## config.mk

```make
export PLATFORM = sky130hd
export DESIGN_NAME = async_tx_core
export DESIGN_NICKNAME = d
export VERILOG_FILES = /design/src/rtl/async_tx_pkg.sv /design/src/rtl/async_tx_baud.sv /design/src/rtl/async_tx_hold.sv /design/src/rtl/async_tx_shift.sv /design/src/rtl/async_tx_core.sv
export SDC_FILE = /design/constraint.sdc
export NUM_CORES = 1
export LEC_CHECK = 0
export CORE_MARGIN = 2
export CORE_UTILIZATION = 30
export DETAILED_ROUTE_END_ITERATION = 10
export SYNTH_ARGS = -nofsm -noshare
export SYNTH_HDL_FRONTEND = slang
export SYNTH_SLANG_ARGS = --single-unit
export TNS_END_PERCENT = 5
```

## constraint.sdc

```tcl
create_clock -name clk -period 5.1 [get_ports clk]
set_clock_uncertainty 0.05 [all_clocks]
set_input_delay 1.02 -clock clk [delete_from_list [all_inputs] [get_ports clk]]
set_output_delay 1.02 -clock clk [all_outputs]
set_load 0.005 [all_outputs]
```

## src/rtl/async_tx_pkg.sv

```systemverilog
package async_tx_pkg;

    typedef enum logic {
        SH_IDLE = 1'b0,
        SH_BUSY = 1'b1
    } shift_state_e;

endpackage

```

## src/rtl/async_tx_baud.sv

```systemverilog
module async_tx_baud #(
    parameter int DIV_W  = 8,
    parameter int K_FAST = 16,
    parameter int K_SLOW = 64,
    parameter int PER_W  = $clog2(K_SLOW) + DIV_W
) (
    input  logic             clk,
    input  logic             rst_n,
    input  logic             run,
    input  logic             load,
    input  logic [DIV_W-1:0] div_val,
    input  logic             fast_sel,
    output logic             tick,
    output logic [PER_W-1:0] limit
);

    typedef struct packed {
        logic [PER_W-1:0] cnt;
        logic [PER_W-1:0] lim;
    } baud_st_t;

    baud_st_t st_d, st_q;
    logic [PER_W-1:0] k_sel;
    logic [PER_W-1:0] per_last;

    always_comb begin
        k_sel    = fast_sel ? PER_W'(K_FAST) : PER_W'(K_SLOW);
        per_last = k_sel * (PER_W'(div_val) + PER_W'(1)) - PER_W'(1);
        st_d     = st_q;
        if (load) begin
            st_d.cnt = '0;
            st_d.lim = per_last;
        end else if (run) begin
            if (st_q.cnt == st_q.lim) begin
                st_d.cnt = '0;
            end else begin
                st_d.cnt = st_q.cnt + PER_W'(1);
            end
        end else begin
            st_d.cnt = '0;
        end
    end

    always_ff @(posedge clk or negedge rst_n) begin
        if (!rst_n) begin
            st_q <= '0;
        end else begin
            st_q <= st_d;
        end
    end

    assign tick  = run && (st_q.cnt == st_q.lim);
    assign limit = st_q.lim;

endmodule

```

## src/rtl/async_tx_hold.sv

```systemverilog
module async_tx_hold #(
    parameter int DATA_W = 8
) (
    input  logic              clk,
    input  logic              rst_n,
    input  logic              en,
    input  logic              wr,
    input  logic [DATA_W-1:0] wdata,
    input  logic              take,
    output logic              full,
    output logic [DATA_W-1:0] data
);

    typedef struct packed {
        logic              full;
        logic [DATA_W-1:0] data;
    } hold_st_t;

    hold_st_t st_d, st_q;

    always_comb begin
        st_d = st_q;
        if (!en) begin
            st_d.full = 1'b0;
            st_d.data = '0;
        end else if (take) begin
            st_d.full = 1'b0;
        end else if (wr && !st_q.full) begin
            st_d.full = 1'b1;
            st_d.data = wdata;
        end
    end

    always_ff @(posedge clk or negedge rst_n) begin
        if (!rst_n) begin
            st_q <= '0;
        end else begin
            st_q <= st_d;
        end
    end

    assign full = st_q.full;
    assign data = st_q.data;

endmodule

```

## src/rtl/async_tx_shift.sv

```systemverilog
module async_tx_shift
    import async_tx_pkg::*;
#(
    parameter int DATA_W  = 8,
    parameter int FRAME_W = DATA_W + 2,
    parameter int IDX_W   = $clog2(FRAME_W)
) (
    input  logic              clk,
    input  logic              rst_n,
    input  logic              en,
    input  logic              tick,
    input  logic              hold_full,
    input  logic [DATA_W-1:0] hold_data,
    output logic              take,
    output logic              busy,
    output logic              line
);

    localparam logic [IDX_W-1:0] LAST_IDX = IDX_W'(FRAME_W - 1);

    typedef struct packed {
        shift_state_e       state;
        logic [FRAME_W-1:0] frame;
        logic [IDX_W-1:0]   idx;
    } shift_st_t;

    shift_st_t st_d, st_q;
    logic      frame_end;

    always_comb begin
        frame_end = (st_q.state == SH_BUSY) && tick && (st_q.idx == LAST_IDX);
        take      = en && hold_full && ((st_q.state == SH_IDLE) || frame_end);
        st_d      = st_q;
        if (!en) begin
            st_d.state = SH_IDLE;
            st_d.frame = '1;
            st_d.idx   = '0;
        end else if (take) begin
            st_d.state = SH_BUSY;
            st_d.frame = {1'b1, hold_data, 1'b0};
            st_d.idx   = '0;
        end else if (frame_end) begin
            st_d.state = SH_IDLE;
            st_d.frame = '1;
            st_d.idx   = '0;
        end else if ((st_q.state == SH_BUSY) && tick) begin
            st_d.frame = {1'b1, st_q.frame[FRAME_W-1:1]};
            st_d.idx   = st_q.idx + IDX_W'(1);
        end
    end

    always_ff @(posedge clk or negedge rst_n) begin
        if (!rst_n) begin
            st_q.state <= SH_IDLE;
            st_q.frame <= '1;
            st_q.idx   <= '0;
        end else begin
            st_q <= st_d;
        end
    end

    assign busy = (st_q.state == SH_BUSY);
    assign line = st_q.frame[0];

endmodule

```

## src/rtl/async_tx_core.sv

```systemverilog
module async_tx_core #(
    parameter int DATA_W = 8,
    parameter int DIV_W  = 8,
    parameter int K_FAST = 16,
    parameter int K_SLOW = 64
) (
    input  logic              clk,
    input  logic              rst_n,
    input  logic              tx_en,
    input  logic              wr_stb,
    input  logic [DATA_W-1:0] wr_data,
    input  logic [DIV_W-1:0]  div_val,
    input  logic              fast_sel,
    output logic              hold_empty,
    output logic              ser_out
);

    localparam int PER_W = $clog2(K_SLOW) + DIV_W;

    logic              take_w;
    logic              busy_w;
    logic              tick_w;
    logic              hold_full_w;
    logic [DATA_W-1:0] hold_data_w;
    logic [PER_W-1:0]  limit_w;

    async_tx_hold #(
        .DATA_W (DATA_W)
    ) u_hold (
        .clk   (clk),
        .rst_n (rst_n),
        .en    (tx_en),
        .wr    (wr_stb),
        .wdata (wr_data),
        .take  (take_w),
        .full  (hold_full_w),
        .data  (hold_data_w)
    );

    async_tx_baud #(
        .DIV_W  (DIV_W),
        .K_FAST (K_FAST),
        .K_SLOW (K_SLOW),
        .PER_W  (PER_W)
    ) u_baud (
        .clk      (clk),
        .rst_n    (rst_n),
        .run      (busy_w),
        .load     (take_w),
        .div_val  (div_val),
        .fast_sel (fast_sel),
        .tick     (tick_w),
        .limit    (limit_w)
    );

    async_tx_shift #(
        .DATA_W (DATA_W)
    ) u_shift (
        .clk       (clk),
        .rst_n     (rst_n),
        .en        (tx_en),
        .tick      (tick_w),
        .hold_full (hold_full_w),
        .hold_data (hold_data_w),
        .take      (take_w),
        .busy      (busy_w),
        .line      (ser_out)
    );

    assign hold_empty = !hold_full_w;

endmodule

```

==> out/metrics.cfg <==
[worst_setup_path]
critical_path_class=in2reg
worst-r2r-setup-slack_ns=2.75
path_max_fanout=6
worst-path-stages=15
cpPeakStageDelay_ns=0.58
startpoint_type=input port
regToRegStartpoint=u_baud.st_q[16]$_DFF_PN0_
crit_path_cell_trace=clkdlybuf4s50_1 > ha_1 > xor2_1 > nand2b_1 > fa_1 > inv_1 > ha_1 > ha_1 > ha_1 > nor2b_1 > o31a_1 > o21a_1 > nor2_1 > xnor3_1 > mux2_2
worst-r2r-cell-count=6
critical-path-top-delay-family=adder cells
buf_inv_on_cp=2
timing.critical_path.slowest_stage_cell=sky130_fd_sc_hd__clkdlybuf4s50_1
end_kind=flip-flop
worst_r2r_endpoint=u_baud.limit[6]$_DFFE_PN0P_
required_ns=5.25
setup.worst_path.end=u_baud.limit[13]$_DFFE_PN0P_
cp_common_cell=sky130_fd_sc_hd__ha_1
worstPathArrival_ns=4.96
setup.worst_path.start=div_val[0]

[floorplan]
chipWidth_um=106.0
initial_core_util_pct=30.51
design.core.area_sq_um=10230
floorplan.rows=37
die-area_sq_um=11240
floorplan.die.height_um=106.0
top_level_ports=23

[clock_network]
cts_root_buffer=sky130_fd_sc_hd__clkbuf_8
clk_transition_reported_paths_ns=0.09
post_cts_hold_buffer_count=0
tritoncts_clock_tree=built
clkSinkCount=48
htree_levels=2
cts_resized=0
cts-root-to-sink-buffers=2
cts_setup_buffers=0
cts_made_buffers=5
clock_latency_ns=0.30

[finish]
area.sequential_sq_um=1212
most_common_cell_after_layout_fill_and_taps_aside=sky130_fd_sc_hd__dfrtp_1
postLayoutCoreUtil_pct=35.49
fill_cells=1017
multiInputGateArea_sq_um=1802
nets=395
mostFrequentLayoutCells=sky130_fd_sc_hd__dfrtp_1, sky130_fd_sc_hd__nor2_1, sky130_fd_sc_hd__ha_1
syn_to_final_growth_pct=16.31
num_antenna_cells=0
post_route_cells_drive_above_1_share_pct=12.54
fin_area_sq_um=3631
fin_cells=479

[global_route]
first_pass_grt_wire_length_um=10090
grt_max_degree=49
grt_antenna_before_repair=0
grt_remaining_overflow=0
gr-usage-all-layers_pct=11.02
via_count_of_the_first_global_routing_pass=2219

[sta]
relSlewSlack_pct=30.26
unrepaired_setup_endpoints_after_global_routing=no
setup_violations=0
finalWorstPathRequiredPeriod_ns=4.813
totalNegativeSetupSlack_ns=0
timing.final.crit_share_pct=94.37
worstMarginPinSlew_ns=1.046
finalMaxSlewViolations=0
final_hold_viol_count=0
max_clock_freq_mhz=207.8

[place]
place.detailed.instances=471
buffer_ports.inserted=22
globalplace.congestion=0.7401
place_hpwl_um=4367
dpl_cell_area_sq_um=3535

[pwr]
vdd.ir_drop.worst_mv=0.1061
power_density_nw_per_um2=286.2
p_total_mw=1.039
static_leakage_nw=1.563

[detailed_routing]
wl_per_cell_um=11.80
detail_route.wirelength_um=5651
drt-pass1-iter-count=4
vias_per_cell=4.582
drt.antenna.violating_nets=0
drcViolationCount=0
initialDrtViolationCount=61
vias=2195

[synth]
ys_top_cells_by_area=sky130_fd_sc_hd__dfrtp_1, sky130_fd_sc_hd__ha_1, sky130_fd_sc_hd__dfstp_2
ys_ff_latch=48
gate_count_of_the_mapped_netlist=313
async_s_r_ff_share_synth_pct=100.0
synth.top_cell.area_share_pct=31.26
synth.net_count=366
number_of_enable_flip_flop_cells_after_synthesis=0
fraction_of_the_yosys_area_taken_by_sequential_cells_pct=38.84
post_synth_num_cell_types=43
dominantRegCellSynth=sky130_fd_sc_hd__dfrtp_1
cell_area_after_technology_mapping_sq_um=3122
post_synth.cell_area_avg_sq_um=9.974
synth_warn=0
synth_area_leader_cell=sky130_fd_sc_hd__dfrtp_1

[flow_run]
max-cap-violations=0

[run_status]
status=finished clean

[min_path]
worst_hold_path_type=reg2reg

-- through the flow --
stage | hold WS (ns) | setup WS, ns
CTS | 0.4362 | 0.2704
global route | 0.4627 | 0.05032
floorplan | 0.4054 | 0.6682
detailed placement | 0.4229 | -0.03969
finish | 0.4339 | 0.2874
global placement | 0.4174 | 0.02999
-- metal layers --
metal	vias up	wire (um)	track usage (%)
li1	1129	-	-
met3	6	143	2.575
met1	1041	2767	14.10
met2	19	2666	18.62
met5	-	0	0
met4	0	73	3.102
-- worst min-delay path: stages (launching register included) --
cell and delay [ns]:
sky130_fd_sc_hd__dfstp_2 0.38, sky130_fd_sc_hd__nand2_1 0.04, sky130_fd_sc_hd__o21ai_0 0.07
-- state kept, by name, indices dropped and copies added, names as in the netlist --
register,count
u_shift.st_q,12
u_shift.line,1
u_baud.limit,11
u_hold.data,8
u_shift.busy,1
u_hold.full,1
u_baud.st_q,14
-- cell usage after synthesis, drive strengths merged (2+ instances only) --
master / n
nor2b: 18
nand2b: 5
and4: 2
dfstp: 9
and3: 2
nor4: 3
a21oi: 11
o21a: 3
or3: 5
o22ai: 7
mux2i: 10
clkbuf: 8
or2: 3
nand4: 8
nor2: 30
buf: 2
mux2: 7
nand3: 8
xnor2: 21
and2: 2
nor3: 3
fa: 6
inv: 16
xor2: 13
dfrtp: 39
a21o: 4
o21ai: 11
ha: 26
nand2: 22
-- cell type report --
cell class,count,share of cell area [%]
repair buffers,32,7.994
clock inverters,2,0.3790
multi-input cells,239,49.62
flip-flops and latches,48,33.39
clock buffers,6,2.274
well taps,136,4.686
inverters,16,1.654
-- power breakdown --
group	internal (mW)	switching, mW
Combinational	0.172	0.145
Clock	0.111	0.128
Sequential	0.442	0.0410
Total	0.725	0.314
-- logic make-up after synthesis --
family | count (synthesis) | synth area share (%)
XOR/XNOR | 35 | 10.26
AO/OA/AOI/OAI | 42 | 8.457
buffers and inverters | 26 | 3.447
multiplexers | 17 | 5.732
flip-flops | 48 | 38.84
AND/OR/NAND/NOR | 113 | 19.00
adder cells (fa/ha/maj) | 32 | 14.27
-- worst min path at each step --
stage,startpoint,end,cells after the start
after floorplan,u_shift.st_q[5]$_DFFE_PN1P_,u_shift.st_q[5]$_DFFE_PN1P_,2
after detailed placement,u_shift.st_q[7]$_DFFE_PN1P_,u_shift.st_q[7]$_DFFE_PN1P_,2
final,u_shift.st_q[7]$_DFFE_PN1P_,u_shift.st_q[7]$_DFFE_PN1P_,2
after global routing,u_shift.st_q[6]$_DFFE_PN1P_,u_shift.st_q[6]$_DFFE_PN1P_,2
after CTS,u_shift.st_q[7]$_DFFE_PN1P_,u_shift.st_q[7]$_DFFE_PN1P_,2
after global placement,u_shift.st_q[7]$_DFFE_PN1P_,u_shift.st_q[7]$_DFFE_PN1P_,2
No activity file was read; power rests on OpenSTA's default activity.
